[src/rtl/buzz_pkg.sv]
package buzz_pkg;
  // Log2 of the clock division applied for a given prescale select.
  function automatic int unsigned buzz_div_log2(input int unsigned base_log2,
                                                input int unsigned sel);
    return base_log2 + sel;
  endfunction
endpackage

[src/rtl/buzz_prescaler.sv]
module buzz_prescaler #(
  parameter int SEL_W         = 2,
  parameter int PRE_BASE_LOG2 = 3
) (
  input  logic             clk,
  input  logic             rst_n,
  input  logic             clr,
  input  logic [SEL_W-1:0] sel,
  output logic             tick
);
  localparam int NSEL  = 1 << SEL_W;
  localparam int PRE_W = buzz_pkg::buzz_div_log2(PRE_BASE_LOG2, NSEL - 1);

  logic [PRE_W-1:0] pre_q;
  logic [PRE_W-1:0] term [NSEL];

  // Terminal count for each select: 2^(base+g) - 1
  for (genvar g = 0; g < NSEL; g++) begin : g_term
    localparam int SH = PRE_W - buzz_pkg::buzz_div_log2(PRE_BASE_LOG2, g);
    assign term[g] = {PRE_W{1'b1}} >> SH;
  end

  assign tick = !clr && (pre_q == term[sel]);

  always_ff @(posedge clk or negedge rst_n) begin
    if (!rst_n)          pre_q <= '0;
    else if (clr || tick) pre_q <= '0;
    else                 pre_q <= pre_q + 1'b1;
  end
endmodule

[src/rtl/buzz_tone_cnt.sv]
module buzz_tone_cnt #(
  parameter int CNT_W = 6
) (
  input  logic             clk,
  input  logic             rst_n,
  input  logic             clr,
  input  logic             tick,
  input  logic [CNT_W-1:0] match,
  output logic [CNT_W-1:0] cnt_q,
  output logic             phase_q
);
  logic at_match;
  assign at_match = (cnt_q == match);

  always_ff @(posedge clk or negedge rst_n) begin
    if (!rst_n) begin
      cnt_q   <= '0;
      phase_q <= 1'b0;
    end else if (clr) begin
      cnt_q   <= '0;
      phase_q <= 1'b0;
    end else if (tick) begin
      if (at_match) begin
        cnt_q   <= '0;
        phase_q <= ~phase_q;
      end else begin
        cnt_q <= cnt_q + 1'b1;
      end
    end
  end
endmodule

[src/rtl/buzz_tone_gen.sv]
module buzz_tone_gen #(
  parameter int CNT_W         = 6,
  parameter int SEL_W         = 2,
  parameter int PRE_BASE_LOG2 = 3
) (
  input  logic                   clk,
  input  logic                   rst_n,
  input  logic                   cfg_wr,
  input  logic [SEL_W+CNT_W-1:0] cfg_data,
  input  logic                   out_en,
  output logic                   buzz_out
);
  logic [SEL_W-1:0] sel_q;
  logic [CNT_W-1:0] match_q;
  logic             tick;
  logic [CNT_W-1:0] cnt_q;
  logic             phase_q;

  // Configuration register: select in the upper bits, match in the lower bits
  always_ff @(posedge clk or negedge rst_n) begin
    if (!rst_n) begin
      sel_q   <= '0;
      match_q <= '0;
    end else if (cfg_wr) begin
      sel_q   <= cfg_data[SEL_W+CNT_W-1:CNT_W];
      match_q <= cfg_data[CNT_W-1:0];
    end
  end

  buzz_prescaler #(.SEL_W(SEL_W), .PRE_BASE_LOG2(PRE_BASE_LOG2)) u_pre (
    .clk(clk), .rst_n(rst_n), .clr(cfg_wr), .sel(sel_q), .tick(tick)
  );

  buzz_tone_cnt #(.CNT_W(CNT_W)) u_cnt (
    .clk(clk), .rst_n(rst_n), .clr(cfg_wr), .tick(tick),
    .match(match_q), .cnt_q(cnt_q), .phase_q(phase_q)
  );

  assign buzz_out = phase_q & out_en;
endmodule

[config.mk]
export PLATFORM = sky130hd
export DESIGN_NAME = buzz_tone_gen
export DESIGN_NICKNAME = d
export VERILOG_FILES = /design/src/rtl/buzz_pkg.sv /design/src/rtl/buzz_prescaler.sv /design/src/rtl/buzz_tone_cnt.sv /design/src/rtl/buzz_tone_gen.sv
export SDC_FILE = /design/constraint.sdc
export NUM_CORES = 1
export LEC_CHECK = 0
export ABC_AREA = 1
export CELL_PAD_IN_SITES_DETAIL_PLACEMENT = 2
export CELL_PAD_IN_SITES_GLOBAL_PLACEMENT = 2
export CORE_MARGIN = 4
export CORE_UTILIZATION = 28
export CTS_CLUSTER_SIZE = 20
export DETAILED_ROUTE_END_ITERATION = 12
export GPL_TIMING_DRIVEN = 1
export PLACE_DENSITY = 0.76
export SKIP_LAST_GASP = 1
export SYNTH_ARGS = -nofsm -noshare
export SYNTH_HDL_FRONTEND = slang
export SYNTH_HIERARCHICAL = 1
export SYNTH_SLANG_ARGS = --single-unit
[constraint.sdc]
create_clock -name clk -period 1.6 [get_ports clk]
set_input_delay 0.32 -clock clk [delete_from_list [all_inputs] [get_ports clk]]
set_output_delay 0.32 -clock clk [all_outputs]
set_load 0.03 [all_outputs]
## After elaboration in Yosys (flattened, before gate mapping)

Cells that the tools add are included.

- Output and inout bits: 1
- Register bits after elaboration: 21
- Logic and storage cells: 29

- $add $sub $neg: 2
- Bitwise logic cells: 3
- Reductions and logical operators: 6
- Muxes and demuxes: 10
- Equality and inequality tests: 2
- Magnitude comparators: 1

Operators with widths:

| operator | count |
|---|---|
| $mux W6 | 6 |
| $add A6 B1 Y6 const B | 2 |
| $bmux W6 S2 | 1 |
| $eq A6 B6 Y1 | 2 |
| $reduce_bool A2 Y1 | 2 |
| $ge A3 B3 Y1 const B | 1 |
| $mux W1 | 3 |
| $not A2 Y3 | 1 |
| $reduce_and A2 Y1 | 1 |
| $and A1 B1 Y1 | 1 |
| $logic_and A1 B1 Y1 | 1 |
| $logic_not A1 Y1 | 1 |
| $logic_or A1 B1 Y1 | 1 |
| $not A1 Y1 | 1 |

## Logic depth before layout (Yosys ltp)

- Word-level depth: 8
- Gate-level depth with buffers: 15

## By module

Netlist, hierarchy kept.

Modules (own cells, without submodules):

| module | area an instance (um2) | cells each | times used |
|---|---|---|---|
| buzz_tone_cnt | 500.5 | 77 | 1 |
| buzz_prescaler | 331.6 | 44 | 1 |
| buzz_tone_gen | 312.8 | 36 | 1 |

## Worst setup path after synthesis

Ideal clock, no wire load.

- Path type: reg2reg
- Start point: register u_pre.pre_q[0]
- End point: register u_cnt.cnt_q[5]
- Stages on the path, launching flop included: 15
- Setup slack: -0.117 ns
- Data arrival time: 1.604 ns
- Required time: 1.487 ns
- Buffers on the path: 0
- Cells stage by stage: dfrtp_1 -> ha_1 -> nand2_1 -> inv_1 -> nand2_1 -> nor2_1 -> nand3_2 -> nor2_1 -> nor2_2 -> inv_2 -> nand4_1 -> o21ai_0 -> nand2_1 -> nand2_1 -> inv_1

- Word-level cells in the longest chain between the ends: 3

RTL lines:

| element | line | text |
|---|---|---|
| from (decl) | buzz_prescaler.sv:14 | `logic [PRE_W-1:0] pre_q;` |
| from (signal assigned) | buzz_prescaler.sv:28 | `else pre_q <= pre_q + 1'b1;` |
| $eq A6 B6 Y1 | buzz_prescaler.sv:23 | `assign tick = !clr && (pre_q == term[sel]);` |
| $logic_and A1 B1 Y1 | buzz_prescaler.sv:23 |  |
| named net tick | buzz_tone_gen.sv:15 | `logic tick;` |
| $reduce_bool A2 Y1 (no source line) | - |  |
| to (signal assigned) | buzz_tone_cnt.sv:27 | `cnt_q <= cnt_q + 1'b1;` |
| to (decl) | buzz_tone_cnt.sv:9 | `output logic [CNT_W-1:0] cnt_q,` |

The timed path passes the listed nets, and every way through them passes these cells.
A chain may end at the register's enable or synchronous reset.

## Worst setup path in the final report

- Start point: register u_pre.pre_q[1]
- End point: register u_cnt.cnt_q[5]

The elaborated chain is that of the path after synthesis.

==> metrics.md <==
| Metric | Value |
|---|---|
| Clock Skew | 0.00623 ns |
| Gate power share | 17.9% |
| VDD IR max | 0.516 mV |
| Endpoints failing setup | 7 |
| WP data required | 1.81 ns |
| PortBufs | 12 |
| Highest routed layer | met4 |
| WL final | 4.02 mm |
| Max-cap violations | 0 |
| Synth Area in Adders | 2.19% |
| Final hold vios | 0 |
| Flops & latches, synth | 21 |
| Pint | 0.000827 W |
| Synth warnings | 6 |
| Layout net count | 207 |
| Longest Clk Path Bufs | 2 |
| LEAKAGE | 0.835 nW |
| Main area contributors after synthesis | dfrtp_1 46%, nand2_1 21%, inv_1 6.6% |
| Final WS setup | -0.286 ns |
| Avg Inst Size Synth | 7.29 µm² |
| Fill count | 442 |
| Max Clk Rate | 530 MHz |
| CP Class | flop to flop |
| Initial DRC Count | 44 |
| Die area | 5180 µm² |
| Vias in the first global route | 1293 |
| Root buffer cell | clkbuf_8 |
| Die Wd | 71.9 µm |
| Unrepaired setup endpoints after global routing | true |
| Initial antenna violation count | 0 |
| Most frequent cells in the layout | 62 x nand2_1, 21 x dfrtp_1, 19 x inv_1, 19 x buf_4, 13 x nor2_1 |
| Largest net degree at the start of global routing | 22 |
| Later-pin clock latency in the skew report | 0.27 ns |
| M1 wire length | 1.71 mm |
| Switching Fraction | 28.5% |
| CP Capture Type | flop |
| Multi-input gate area | 586 µm² |
| N_diodes | 0 |
| Post-synthesis sequential area ratio | 45.9% |
| End-of-flow core utilization | 41.8% |
| Gpl congestion | 0.879 |
| CTS tree | yes |
| Max-slew violation count | 0 |
| Synthesized area | 1140 µm² |
| Gate Count Post-Synth | 157 |
| Post-DR wirelength/cell | 16.7 µm |
| Clk sinks | 21 |
| Synth top area share | 45.9% |
| Antenna-violating nets left | 0 |
| Clock power frac | 31.6% |
| Synth Area in Simple Gates | 36.8% |
| Min-Delay Path Class | primary input to async pin |
| Violated checks | negative setup slack |
| Slew at the pin closest to its max-slew limit | 0.295 ns |
| Remaining global-route overflow | 0 |
| I/O pin count | 13 |
| Crit-path max FO | 4 |
| Area growth syn-to-layout | 38.6% |
| Num CTS Buffers | 3 |
| Power Density | 729 nW/µm² |
| Post-synthesis compound-gate area fraction | 2.84% |
| Worst Setup SP | u_pre/pre_q[1] |
| P_sw | 0.000329 W |
| CP Data Arrival Time | 2.10 ns |
| Most common cell after layout, fill and taps aside | nand2_1 |
| DP HPWL | 2.55 mm |
| Outcome | complete, but fails checks |
| Vias per Instance | 4.71 |
| Sequential Power Share | 50.5% |
| Startpoint types | flop |
| Die span in y | 71.9 µm |
| Layout cells sized above 1 | 25.0% |
| Top cell type by total area after synthesis | dfrtp_1 |
| Wire length on met3 | 115 µm |
| Core area | 3800 µm² |
| DR WL met2 | 2.16 mm |
| GR Util All Layers | 15.9% |
| Row cnt | 22 |
| R2R depth | 15 |
| Largest family of logic cells by synthesized area | simple AND/OR/NAND/NOR gates |
| Global-route wire length before repair | 6.34 mm |
| Synth Area in XOR/XNOR | 3.06% |
| Crit share post-route | 118% |
| RR Startpoint | u_pre/pre_q[1] |
| Syn Nets | 171 |
| Mux cell area share after synthesis | 0% |
| DP Worst Slack | -0.220 ns |
| Slew margin rel. | 80.4% |
| Final min period | 1.89 ns |
| Distinct cells, synth | 21 |
| TritonRoute pass-1 iters | 2 |
| Reg clk slew, reported paths | 0.09 ns |
| CTS H-tree depth | 1 |
| Via count | 1130 |
| Register Area | 526 µm² |
| DRC Markers | 0 |
| Initial Utilization | 30.1% |
## sequential cells by signal, indices dropped and copies added (netlist names)
signal / flops
match_q: 6
u_cnt/cnt_q: 6
u_pre/pre_q: 6
sel_q: 2
u_cnt/phase_q: 1
## repair_timing
action                                  CTS  global route
hold buffers                              0             0
pin swaps                                 3            11
gates resized for setup                   8             8
setup buffers                             6             3
hold endpoints to repair                  0             0
endpoints found under the setup margin    5             7
cloned                                    0             0
## cell families (layout without fill, tap and decap cells)
logic type | Yosys count | after routing
AOI/OAI and AO/OA | 6 | 6
xor gates and xnor gates | 4 | 4
adders and majority gates | 2 | 2
buffers and inverters | 26 | 61
DFF | 21 | 21
and+or+nand+nor | 98 | 98
## stage by stage
step           TNS (ns)  power (W)  instances  hold WS, ns  cell area (µm²)
2_1_floorplan   -0.0290   0.000676        157       0.0244             1150
3_3_place_gp     -0.210   0.000753        227        0.480             1400
3_5_place_dp     -0.624   0.000765        227        0.500             1400
4_1_cts          -0.615    0.00115        237        0.416             1520
5_1_grt           -2.23    0.00122        240        0.437             1590
6_report          -1.23    0.00116        240        0.403             1590
## cells in the mapped netlist
master and instances:
a21oi_1 4, buf_6 1, dfrtp_1 21, ha_1 2
inv_1 20, inv_2 5, nand2_1 64, nand2_2 4
nand2_4 1, nand3_1 4, nand3_2 2, nand4_1 3
nor2_1 15, nor2_2 2, nor3_1 1, o21ai_0 1
o31ai_1 1, or2_0 1, or2_1 1, xnor2_1 2
xor2_1 2
## power groups by stage
stage	logic (W)	registers (W)	clock network (W)
floorplan	0.0000902	0.000586	0
global placement	0.000164	0.000589	0
detailed placement	0.000175	0.000591	0
CTS	0.000194	0.000581	0.000379
global route	0.000230	0.000591	0.000403
finish	0.000207	0.000584	0.000366
## cell type report
type                       instances  share of cell area (%)
multi-input combinational        110                    36.9
sequential                        21                    33.1
timing repair buffer              32                    17.4
inverter                          25                    5.91
tap                               48                    3.79
clock buffer                       3                    2.60
clock inverter                     1                   0.315
## path summary, 6_finish.rpt
check / to / slack, ns
max: u_cnt/cnt_q[5] / -0.29
min: match_q[4] / 0.40
max reg2reg: u_cnt/cnt_q[5] / -0.29
min reg2reg: u_cnt/phase_q / 0.51
max in group asynchronous: u_cnt/cnt_q[0] / 0.96
min in group clk: u_cnt/phase_q / 0.51
## worst max-delay path, stage by stage (launching register included)
cell	delay, ns
dfrtp_1	0.40
ha_4	0.17
nand2_4	0.06
inv_2	0.06
nand2_2	0.04
nor2_2	0.11
nand3_2	0.10
nor2_4	0.15
nor2_4	0.08
inv_2	0.07
nand4_1	0.13
nor2_1	0.15
nand2_1	0.09
nand2_1	0.09
nand2_1	0.06
inv_1	0.06
## per-layer routing
layer	global-route usage, %	vias up
li1	-	541
met1	18.0	571
met2	30.5	14
met3	4.02	4
met4	1.88	0
met5	0	-
(Power assumes the default switching activity.)
